===== config.mk =====
export PLATFORM = sky130hd
export DESIGN_NAME = clkdbl_top
export DESIGN_NICKNAME = d
export VERILOG_FILES = /design/src/rtl/clkdbl_pkg.sv /design/src/rtl/clkdbl_sync.sv /design/src/rtl/clkdbl_regs.sv /design/src/rtl/clkdbl_fsm.sv /design/src/rtl/clkdbl_wave.sv /design/src/rtl/clkdbl_top.sv
export SDC_FILE = /design/constraint.sdc
export NUM_CORES = 1
export LEC_CHECK = 0
export BUFFER_PORTS_ARGS = -buffer_cell sky130_fd_sc_hd__buf_2
export CORE_UTILIZATION = 35
export CTS_BUF_LIST = sky130_fd_sc_hd__clkbuf_8 sky130_fd_sc_hd__clkbuf_16
export DETAILED_ROUTE_END_ITERATION = 8
export HOLD_SLACK_MARGIN = 0.08
export SETUP_SLACK_MARGIN = 0.15
export SYNTH_ARGS = -nofsm -noshare
export SYNTH_HDL_FRONTEND = slang
export SYNTH_SLANG_ARGS = --single-unit

===== constraint.sdc =====
create_clock -name clk_fast -period 1.62 [get_ports clk_fast]
set_input_delay 0.324 -clock clk_fast [delete_from_list [all_inputs] [get_ports clk_fast]]
set_output_delay 0.324 -clock clk_fast [all_outputs]
set_load 0.01 [all_outputs]

===== src/rtl/clkdbl_pkg.sv =====
package clkdbl_pkg;
    localparam int PH_W    = 5;
    localparam int TICKS   = 1 << PH_W;
    localparam int HALF    = TICKS / 2;
    localparam int HI_ADD  = HALF / 2;
    localparam int ADDR_W  = 2;
    localparam int DATA_W  = 8;

    localparam logic [ADDR_W-1:0] A_DUTY  = 2'd0;
    localparam logic [ADDR_W-1:0] A_MODE  = 2'd1;
    localparam logic [ADDR_W-1:0] A_ROUTE = 2'd2;

    localparam logic [DATA_W-1:0] DUTY_RST  = 8'h3F;
    localparam logic [DATA_W-1:0] MODE_RST  = 8'h00;
    localparam logic [DATA_W-1:0] ROUTE_RST = 8'h50;

    typedef enum logic [1:0] {
        ST_IDLE   = 2'd0,
        ST_ARMED  = 2'd1,
        ST_LOCKED = 2'd2
    } lock_state_t;
endpackage


===== src/rtl/clkdbl_sync.sv =====
module clkdbl_sync #(
    parameter int STAGES = 2
) (
    input  logic clk,
    input  logic rst_n,
    input  logic async_in,
    output logic rise_o
);
    logic [STAGES-1:0] shreg;
    logic              prev_q;

    always_ff @(posedge clk or negedge rst_n) begin
        if (!rst_n) begin
            shreg  <= '0;
            prev_q <= 1'b0;
        end else begin
            shreg  <= {shreg[STAGES-2:0], async_in};
            prev_q <= shreg[STAGES-1];
        end
    end

    assign rise_o = shreg[STAGES-1] & ~prev_q;
endmodule


===== src/rtl/clkdbl_regs.sv =====
module clkdbl_regs
    import clkdbl_pkg::*;
(
    input  logic              clk,
    input  logic              rst_n,
    input  logic              wr_en,
    input  logic [ADDR_W-1:0] wr_addr,
    input  logic [DATA_W-1:0] wr_data,
    input  logic              load_i,
    output logic [DATA_W-1:0] duty_act_o,
    output logic              en_a_o,
    output logic              en_b_o
);
    logic [DATA_W-1:0] duty_q, mode_q, route_q, act_q;

    always_ff @(posedge clk or negedge rst_n) begin
        if (!rst_n) begin
            duty_q  <= DUTY_RST;
            mode_q  <= MODE_RST;
            route_q <= ROUTE_RST;
        end else if (wr_en) begin
            unique case (wr_addr)
                A_DUTY:  duty_q  <= wr_data;
                A_MODE:  mode_q  <= wr_data;
                A_ROUTE: route_q <= wr_data;
                default: ;
            endcase
        end
    end

    // active copy changes only on a detected reference edge
    always_ff @(posedge clk or negedge rst_n) begin
        if (!rst_n)      act_q <= DUTY_RST;
        else if (load_i) act_q <= duty_q;
    end

    always_comb begin
        duty_act_o = act_q;
        en_a_o     = ~mode_q[4] && (route_q[5:4] == 2'b01);
        en_b_o     = ~mode_q[4] && (route_q[7:6] == 2'b01);
    end
endmodule


===== src/rtl/clkdbl_fsm.sv =====
module clkdbl_fsm
    import clkdbl_pkg::*;
#(
    parameter int LOSS_LIMIT = 48
) (
    input  logic            clk,
    input  logic            rst_n,
    input  logic            rise_i,
    output logic [PH_W-1:0] phase_o,
    output logic            locked_o
);
    localparam int TW = $clog2(LOSS_LIMIT + 1);
    localparam logic [TW-1:0] T_LAST = TW'(LOSS_LIMIT - 1);

    lock_state_t     state_q, state_d;
    logic [PH_W-1:0] phase_q;
    logic [TW-1:0]   tcnt_q;
    logic            lost;

    assign lost = (tcnt_q == T_LAST) && !rise_i;

    always_ff @(posedge clk or negedge rst_n) begin
        if (!rst_n) begin
            phase_q <= '0;
            tcnt_q  <= '0;
        end else if (rise_i) begin
            phase_q <= '0;
            tcnt_q  <= '0;
        end else begin
            phase_q <= phase_q + 1'b1;
            if (tcnt_q != T_LAST) tcnt_q <= tcnt_q + 1'b1;
        end
    end

    always_comb begin
        state_d = state_q;
        unique case (state_q)
            ST_IDLE:   if (rise_i) state_d = ST_ARMED;
            ST_ARMED:  if (rise_i) state_d = ST_LOCKED;
                       else if (lost) state_d = ST_IDLE;
            ST_LOCKED: if (lost) state_d = ST_IDLE;
            default:   state_d = ST_IDLE;
        endcase
    end

    always_ff @(posedge clk or negedge rst_n) begin
        if (!rst_n) state_q <= ST_IDLE;
        else        state_q <= state_d;
    end

    always_comb begin
        locked_o = (state_q == ST_LOCKED);
        phase_o  = phase_q;
    end
endmodule


===== src/rtl/clkdbl_wave.sv =====
module clkdbl_wave
    import clkdbl_pkg::*;
(
    input  logic              clk,
    input  logic              rst_n,
    input  logic [PH_W-1:0]   phase_i,
    input  logic              locked_i,
    input  logic [DATA_W-1:0] duty_i,
    output logic              wave_o
);
    logic [1:0] hit;

    for (genvar h = 0; h < 2; h++) begin : g_half
        logic [2:0]    code;
        logic          flag;
        logic [PH_W-1:0] high_t;
        logic [PH_W-1:0] offs;
        assign code   = duty_i[3*(1-h) +: 3];
        assign flag   = duty_i[7-h];
        assign high_t = PH_W'(code) + PH_W'(1) + (flag ? PH_W'(HI_ADD) : '0);
        assign offs   = {1'b0, phase_i[PH_W-2:0]};
        assign hit[h] = (phase_i[PH_W-1] == 1'(h)) && (offs < high_t);
    end

    always_ff @(posedge clk or negedge rst_n) begin
        if (!rst_n) wave_o <= 1'b0;
        else        wave_o <= locked_i && (|hit);
    end
endmodule


===== src/rtl/clkdbl_top.sv =====
module clkdbl_top
    import clkdbl_pkg::*;
#(
    parameter int LOSS_LIMIT  = 48,
    parameter int SYNC_STAGES = 2
) (
    input  logic              clk_fast,
    input  logic              rst_n,
    input  logic              ref_clk_in,
    input  logic              wr_en,
    input  logic [ADDR_W-1:0] wr_addr,
    input  logic [DATA_W-1:0] wr_data,
    output logic              dbl_out_a,
    output logic              dbl_out_b,
    output logic              locked
);
    logic              rise;
    logic [PH_W-1:0]   phase;
    logic [DATA_W-1:0] duty_act;
    logic              en_a, en_b, wave, lk;

    clkdbl_sync #(.STAGES(SYNC_STAGES)) u_sync (
        .clk(clk_fast), .rst_n(rst_n), .async_in(ref_clk_in), .rise_o(rise)
    );

    clkdbl_regs u_regs (
        .clk(clk_fast), .rst_n(rst_n), .wr_en(wr_en), .wr_addr(wr_addr),
        .wr_data(wr_data), .load_i(rise), .duty_act_o(duty_act),
        .en_a_o(en_a), .en_b_o(en_b)
    );

    clkdbl_fsm #(.LOSS_LIMIT(LOSS_LIMIT)) u_fsm (
        .clk(clk_fast), .rst_n(rst_n), .rise_i(rise),
        .phase_o(phase), .locked_o(lk)
    );

    clkdbl_wave u_wave (
        .clk(clk_fast), .rst_n(rst_n), .phase_i(phase), .locked_i(lk),
        .duty_i(duty_act), .wave_o(wave)
    );

    assign dbl_out_a = wave & en_a;
    assign dbl_out_b = wave & en_b;
    assign locked    = lk;
endmodule


After elaboration in Yosys (flattened, before gate mapping)
Cells that the tools add are included.
Widths: inputs -> output; s select.
{"block": "classes", "n_eq_ne": 9, "addsub": 6, "n_reduce_logical": 14, "n_bitwise": 6, "n_mux": 9, "magnitude_cmp": 2}
{"operator": "$mux 6", "n": 2}
{"operator": "$add 5x5->5", "n": 2}
{"operator": "$lt 4x5->1", "n": 2}
{"operator": "$add 3x1->4 const B", "n": 2}
{"operator": "$eq 2x1->1 const B", "n": 4}
{"operator": "$mux 4", "n": 2}
{"operator": "$add 6x1->6 const B", "n": 1}
{"operator": "$eq 6x6->1 const B", "n": 1}
{"operator": "$logic_and 1x1->1", "n": 6}
{"operator": "$mux 2", "n": 3}
{"operator": "$ne 6x6->1 const B", "n": 1}
{"operator": "$pmux 2 s3", "n": 1}
{"operator": "$reduce_and 2->1", "n": 3}
{"operator": "$add 5x1->5 const B", "n": 1}
{"operator": "$mux 5", "n": 1}
{"operator": "$eq 2x2->1 const B", "n": 2}
{"operator": "$logic_not 2->1", "n": 2}
{"operator": "$and 1x1->1", "n": 3}
{"operator": "$not 1->1", "n": 3}
{"operator": "$ne 2x1->1 const B", "n": 1}
{"operator": "$reduce_bool 2->1", "n": 1}
{"operator": "$reduce_or 2->1", "n": 1}
{"operator": "$logic_not 1->1", "n": 1}
{"block": "totals", "wordCells": 56, "input_bits": 14, "regBits": 46, "out_inout_bits": 3}

Depth between registers and ports, before layout
Gate-level depths: netlist of run 1.
{"block": "logic_depth", "ltp_word": 7, "mapped_depth": 7, "depth_no_buf": 7}

Cells and area by module
Synthesis of run 1 repeated with hierarchy kept, for this count alone.
{"block": "unflattened", "hier_cells": 140, "hier_area_um2": 1826.8}
{"module": "clkdbl_regs", "cells_each": 48, "area_per_inst_um2": 833.3, "n_inst": 1, "seq_area_each_um2": 543.0}
{"module": "clkdbl_fsm", "cells_each": 58, "area_per_inst_um2": 631.9, "n_inst": 1, "seq_area_each_um2": 325.3}
{"module": "clkdbl_wave", "cells_each": 28, "area_per_inst_um2": 260.2, "n_inst": 1, "seq_area_each_um2": 25.0}
{"module": "clkdbl_sync", "cells_each": 4, "area_per_inst_um2": 88.8, "n_inst": 1, "seq_area_each_um2": 75.1}
{"module": "clkdbl_top", "cells_each": 2, "area_per_inst_um2": 12.5, "n_inst": 1, "seq_area_each_um2": 0.0}

Least setup slack after synthesis of run 1
No wires, ideal clock.
{"block": "synth_path", "path_type": "reg2reg", "startpoint": "register u_regs.act_q[3] (netlist: u_regs.duty_act_o[3])", "endpoint": "register u_wave.wave_o", "t_required_ps": 1519, "setup_ps": 101, "n_path_buf": 0, "setup_slack_ps": 84, "path_stages_with_launch": 8, "period_less_slack_ps": 1536, "t_arrival_ps": 1435, "cell_sequence": "dfstp_2 > and3_1 > ha_1 > inv_1 > ha_1 > nand2b_1 > a21oi_1 > o32ai_1"}
{"block": "synth_via", "elab_chain_len": 6}
{"item": "from (decl)", "line": "clkdbl_regs.sv:14", "rtl": "logic [DATA_W-1:0] duty_q, mode_q, route_q, act_q;"}
{"item": "from (signal assigned)", "line": "clkdbl_regs.sv:34", "rtl": "else if (load_i) act_q <= duty_q;"}
{"item": "$add 3x1->4", "line": "clkdbl_wave.sv:20", "rtl": "assign high_t = PH_W'(code) + PH_W'(1) + (flag ? PH_W'(HI_ADD) : '0);"}
{"item": "$add 5x5->5", "line": "clkdbl_wave.sv:20"}
{"item": "$lt 4x5->1", "line": "clkdbl_wave.sv:22", "rtl": "assign hit[h] = (phase_i[PH_W-1] == 1'(h)) && (offs < high_t);"}
{"item": "$logic_and 1x1->1", "line": "clkdbl_wave.sv:22"}
{"item": "$reduce_or 2->1", "line": "clkdbl_wave.sv:27", "rtl": "else wave_o <= locked_i && (|hit);"}
{"item": "$logic_and 1x1->1", "line": "clkdbl_wave.sv:27"}
{"item": "to (signal assigned)", "line": "clkdbl_wave.sv:27"}
{"item": "to (decl)", "line": "clkdbl_wave.sv:9", "rtl": "output logic wave_o"}
Every way passes these cells.
A chain may end at the register's enable or synchronous reset.

Final worst setup path of run 1
Same ends and word-level chain as after synthesis.

==> results of run 1 <==
[sequential cells by signal, summed over array words and instances (netlist names)]
register / count
u_regs.duty_act_o: 8
u_regs.duty_q: 8
u_fsm.tcnt_q: 6
u_fsm.phase_o: 5
u_regs.route_q: 4
u_fsm.state_q: 2
u_sync.shreg: 2
u_regs.mode_q: 1
u_sync.prev_q: 1
u_wave.wave_o: 1
[power groups by stage]
stage | logic (mW) | clock network (mW) | registers [mW]
detailed placement | 0.617 | 0 | 1.40
CTS | 0.624 | 0.797 | 1.38
global route | 0.730 | 0.834 | 1.43
floorplan | 0.466 | 0 | 1.34
finish | 0.629 | 0.775 | 1.40
global placement | 0.577 | 0 | 1.39
[per-layer routing]
layer  up-vias  share of wire, %
li1        596                 -
met1       567                50
met2        15                46
met3         4               2.5
met4         0               1.4
met5         -                 0
[cell families after synthesis]
logic type                 count (synthesis)  synth area share [%]
and+or+nand+nor                           60                 17.33
DFF                                       38                 54.32
muxes                                     13                 8.211
AOI/OAI and AO/OA                         21                 6.877
adders and majority gates                 12                 8.421
buffers and inverters                      8                 1.895
xor gates and xnor gates                   6                 2.948
[timing repair]
item,CTS,global route
endpoints found under the setup margin,3,5
gates resized for setup,0,4
hold endpoints to repair,13,0
pin swaps,1,0
hold buffers,1,0
[layout by cell type, fill, tap and decap left out]
master         netlist  final
or3_1                2      2
o21ai_0              5      5
buf_12               0      1
and3_1               3      3
nor2b_1              2      2
nor4bb_1             2      1
nand3b_1             2      2
clkbuf_8             0      5
nand2b_1             6      6
a31oi_1              1      1
nand3_1              6      5
inv_1                5      5
xnor2_1              3      3
nor3b_4              1      1
bufinv_16            0      1
o31ai_1              1      1
clkinv_2             0      2
a21boi_0             1      1
nor2_1               4      4
nor3_1               2      2
dlygate4sd3_1        0      1
nand2_1             28     28
a21oi_1              9      9
dfstp_2             14     14
ha_1                12     12
buf_2                3     16
and2b_2              0      1
buf_4                0      2
o211ai_1             3      3
dfrtp_1             24     24
o32ai_1              1      1
xor2_1               3      3
mux2_2              13     13
nor4bb_4             0      1
nand3_2              0      1
and2_1               1      1
[how the worst max path moves through the flow]
stage | endpoint | cells after the start
2_1_floorplan | u_wave.wave_o$_DFF_PN0_ | 7
3_3_place_gp | u_wave.wave_o$_DFF_PN0_ | 7
3_5_place_dp | u_wave.wave_o$_DFF_PN0_ | 7
4_1_cts | u_wave.wave_o$_DFF_PN0_ | 7
5_1_grt | u_wave.wave_o$_DFF_PN0_ | 7
6_report | u_wave.wave_o$_DFF_PN0_ | 7
[stage by stage]
stage	util, %	power (mW)	hold WS (ns)	TNS, ns
2_1_floorplan	-	1.810	0.02841	0
3_3_place_gp	40.83	1.969	0.2840	0
3_5_place_dp	40.83	2.019	0.2937	0
4_1_cts	43.30	2.805	0.1314	-0.05730
5_1_grt	43.74	2.991	0.1240	-0.1317
6_report	43.74	2.801	0.1441	-0.04005
[area by class of cell]
cell class / count / area, um^2 / area share (%)
flip-flops and latches: 38 / 968.4 / 45.96
multi-input cells: 112 / 802.0 / 38.06
inverters: 5 / 18.77 / 0.8907
repair buffers: 20 / 125.1 / 5.938
clock inverters: 3 / 40.04 / 1.900
well taps: 67 / 83.83 / 3.979
clock buffers: 5 / 68.82 / 3.266
==> results.toml, run 1 <==
[routing]
drtAntennaViolNets = 0
drc = 0
drt_pass1_iterations = 4
drtIter0Drc = 49
avgViaCountPerCell = 4.728
wl_mm = 3.120
routed-via-count = 1182
avgRoutedWirePerCell_um = 12.48

[critical_path]
critPathKind = "reg2reg"
crit_family = "flip-flops"
r2r_slack_ns = -0.04
r2r_cells = 7
crit_arrival_ns = 1.84
worstPathCellList = "and3_1 > ha_1 > inv_1 > ha_1 > nand2b_1 > a21oi_1 > o32ai_1"
critPathLaunch = "u_regs.duty_act_o[3]$_DFFE_PN1N_"
crit_path_max_incr_delay_ns = 0.56
critPathMaxFanout = 4
end_kind = "flop"
cp.required_ns = 1.80
cp_num_buf_inv = 1
crit_slowest_cell = "dfstp_2"
cp-start-kind = "flop"
r2r_start = "u_regs.duty_act_o[3]$_DFFE_PN1N_"
crit_top_cell = "ha_1"
rr_endpoint = "u_wave.wave_o$_DFF_PN0_"

[pwr]
max-vdd-ir-drop_mv = 0.5748
p_clk_share_pct = 27.7
power.density_nw_per_um2 = 1329
p_seq_share_pct = 49.8
p_switching_uw = 807.2
p_leak_nw = 0.9597
power.internal_mw = 1.993
pwr-share-comb_pct = 22.5
p_sw_share_pct = 28.82

[sta]
finalSetupViolCount = 1
rsz0062_at_grt = "true"
fin_skew_ns = 0.007398
drv_slew = 0
hold_viol = 0
timing.final.crit_share_pct = 102.5
maxSlewHeadroom_pct = 70.69
tightest_slew_ns = 0.4397
fmaxAchievable_ghz = 0.6024
fin_crit_ns = 1.660
worst_slack_ns = -0.04005

[global_route]
gr-usage-met3_pct = 3.704
grt_pass1_vias = 1207
grt_use_met2_pct = 22.02
busiest_layer = "met2"
grt-ovfl-total = 0
grt_util_met1_pct = 17.81
antenna_found_initial = 0
groute.usage.overall_pct = 13.73
grt_pass1_wl_mm = 5.554
grt_start_max_net_pins = 23

[synth]
ys_ff_latch = 38
synth.avg_cell_area_um2 = 11.28
mappedNetlistArea_um2 = 1783
yosys-top-cells-count = "28 x nand2_1, 24 x dfrtp_1, 14 x dfstp_2, 13 x mux2_2, 12 x ha_1"
yosysMostFrequentCell = "nand2_1"
ys_warn_count = 0
synth_cell_type_count = 28
syn-num-nets = 184
synthArstFlopShare_pct = 100.0
synth_cells = 158
synth_flop_cell = "dfrtp_1"
yosysTopAreaCell = "dfrtp_1"
yosysSeqAreaShare_pct = 54.32
synth_edf_count = 0
synth_top_area_share_pct = 33.68
ys_top_cells_by_area = "dfrtp_1 34%, dfstp_2 21%, ha_1 8.4%"

[worst_hold_path]
hold_path_depth = 1
min_to = "u_sync.shreg[0]$_DFF_PN0_"
hp-class = "in2reg"
min_from = "ref_clk_in"

[floorplanning]
die_h_um = 73.38
core-area_um2 = 4817
dieArea_um2 = 5384
io_pins = 17
rows = 25
start_util_pct = 37.01
die_w_um = 73.38

[finish]
finalNonFillerCells = 250
final_cell_area_um2 = 2107
layout-drive-gt1-share_pct = 31.69
n_fill_cell = 454
finalNetCount = 208
areaGrowthSynthToFinish_pct = 18.18
antenna_cells = 0

[cts]
htreeDepth = 2
numCtsBuffers = 5
cts_tree = "built"
clk_pin_slew_worst_paths_ns = 0.08
clockRootBuffer = "clkbuf_8"
cts_buffer_depth = 2
clock_latency_ns = 0.29
postCtsSetupBuffers = 0
clock-sinks = 38

[job]
max-cap-violations = 0

[place]
place_congestion = 0.8426
placed_area_um2 = 1967
placed_cells = 241
post-place-ws_ns = 0.002721
hpwl_mm = 2.322
port_buffers = 16

[outcome]
violations = "negative setup slack"
status = "finished, violations left"
Power figures use the tool's default switching activity.
==> inputs of run 2 (changes only) <==
CORE_UTILIZATION = 40   (was 35)
==> results.toml, run 2 (synthesis results as in run 1) <==
[outcome]
status = "completed"

[finish]
finalNetCount = 210
final_cell_mix = "28 x nand2_1, 23 x dfrtp_1, 16 x buf_2"
areaGrowthSynthToFinish_pct = 24.70
antenna_cells = 0
final_common_cell = "nand2_1"
utilization_pct = 53.65
final_cell_area_um2 = 2223
layout-drive-gt1-share_pct = 38.92
n_fill_cell = 381

[critical_path]
cp_num_buf_inv = 1
rr_endpoint = "u_wave.wave_o$_DFF_PN0_"
crit_top_cell = "ha_4"
crit_slowest_cell = "dfstp_2"
cp.required_ns = 1.82
crit_path_max_incr_delay_ns = 0.57
crit_arrival_ns = 1.80
critPathKind = "reg2reg"
r2r_start = "u_regs.duty_act_o[4]$_DFFE_PN1N_"
end_kind = "flop"
critPathMaxFanout = 3
r2r_cells = 7
r2r_slack_ns = 0.02
worstPathCellList = "and3_4 > ha_4 > inv_4 > ha_4 > nand2b_4 > a21oi_2 > o32ai_2"
cp-start-kind = "flop"
crit_family = "flip-flops"

[floorplanning]
dieArea_um2 = 4729
die_h_um = 68.77
core-area_um2 = 4144
io_pins = 17
start_util_pct = 43.03
rows = 23
die_w_um = 68.77

[sta]
tightest_slew_ns = 0.4481
fin_crit_ns = 1.604
rsz0062_at_grt = "true"
fin_tns_setup_ns = 0
timing.final.crit_share_pct = 99.01
fin_skew_ns = 0.007452
finalSetupViolCount = 0
drv_slew = 0
fmaxAchievable_ghz = 0.6234
maxSlewHeadroom_pct = 70.13
hold_viol = 0

[routing]
wl_mm = 3.237
routed-via-count = 1248
drtAntennaViolNets = 0
drc = 0
avgRoutedWirePerCell_um = 13.77
drt_pass1_iterations = 4
drtIter0Drc = 25
avgViaCountPerCell = 5.311

[global_route]
grt-ovfl-total = 0
grt_start_max_net_pins = 39
groute.usage.overall_pct = 16.73
antenna_found_initial = 0
grt_pass1_vias = 1237
grt_pass1_wl_mm = 5.547

[pwr]
power.internal_mw = 2.255
p_seq_share_pct = 44.7
max-vdd-ir-drop_mv = 0.9565
power.density_nw_per_um2 = 1428
p_switching_uw = 919.7
p_total_mw = 3.175
pwr-share-comb_pct = 25.0
p_clk_share_pct = 30.3
p_leak_nw = 0.9873
p_sw_share_pct = 28.97

[place]
place_congestion = 0.6990
placed_area_um2 = 1946
port_buffers = 16
hpwl_mm = 2.305

[cts]
clockRootBuffer = "clkbuf_8"
clock_latency_ns = 0.29
clock-sinks = 38
cts_buffer_depth = 2
cts_tree = "built"
numCtsBuffers = 5
htreeDepth = 2
clk_pin_slew_worst_paths_ns = 0.07

[worst_hold_path]
min_to = "u_sync.shreg[0]$_DFF_PN0_"
hold_path_depth = 1
min_from = "ref_clk_in"
hp-class = "in2reg"

[job]
max-cap-violations = 0
[run 2: cell types whose count changed in the layout (fill, tap and decap cells not counted), moves of 2 or more]
cell | previous run | this run
ha_1 | 12 | 9
a21oi_2 | 0 | 3
ha_4 | 0 | 3
buf_4 | 2 | 4
clkinv_2 | 2 | 0
a21oi_1 | 9 | 6
[run 2: area by class of cell]
cell class | instances | area [um^2] | share of cell area [%]
Sequential cell | 38 | 969.7 | 43.61
Multi-Input combinational cell | 112 | 892.1 | 40.12
Timing Repair Buffer | 22 | 140.1 | 6.303
Clock buffer | 5 | 68.82 | 3.095
Clock inverter | 3 | 68.82 | 3.095
Tap cell | 50 | 62.56 | 2.814
Inverter | 5 | 21.27 | 0.9567
[run 2: power groups by stage]
stage	Sequential (mW)	Combinational [mW]	Clock, mW
global placement	1.39	0.574	0
finish	1.42	0.794	0.962
global route	1.45	0.897	1.02
CTS	1.40	0.767	0.978
floorplan	1.34	0.466	0
detailed placement	1.40	0.619	0
[run 2: how the worst max path moves through the flow]
stage | start | endpoint | slack (ns) | cells past startpoint
floorplan | u_regs.duty_act_o[3]$_DFFE_PN1N_ | u_wave.wave_o$_DFF_PN0_ | 0.08 | 7
global placement | u_regs.duty_act_o[3]$_DFFE_PN1N_ | u_wave.wave_o$_DFF_PN0_ | 0.05 | 6
detailed placement | u_regs.duty_act_o[3]$_DFFE_PN1N_ | u_wave.wave_o$_DFF_PN0_ | -0.02 | 7
CTS | u_regs.duty_act_o[4]$_DFFE_PN1N_ | u_wave.wave_o$_DFF_PN0_ | -0.04 | 7
global route | u_regs.duty_act_o[4]$_DFFE_PN1N_ | u_wave.wave_o$_DFF_PN0_ | -0.06 | 7
finish | u_regs.duty_act_o[4]$_DFFE_PN1N_ | u_wave.wave_o$_DFF_PN0_ | 0.02 | 7
[run 2: what timing repair did]
action | 4_1_cts | 5_1_grt
endpoints found under the hold margin | 24 | 0
resized for setup | 14 | 5
hold buffers | 1 | 0
setup buffers | 2 | 0
pin swaps | 7 | 5
endpoints found under the setup margin | 3 | 6
[run 2: routing by layer]
metal  vias up  GRT usage (%)  share of wire [%]
met5         -              0                  0
met4         0          8.418                1.9
met3         7          4.605                4.1
met2        31          27.21                 49
met1       613          20.34                 45
li1        597              -                  -
[run 2: through the flow]
| step | instances | hold WS (ns) | setup slack (ns) |
|---|---|---|---|
| after CTS | 235 | 0.1316 | -0.03716 |
| final | 235 | 0.1382 | 0.01597 |
| after global placement | 224 | 0.3026 | 0.05426 |
| after global routing | 235 | 0.1246 | -0.06235 |
| after floorplan | 158 | 0.02841 | 0.08448 |
| after detailed placement | 224 | 0.3058 | -0.02069 |
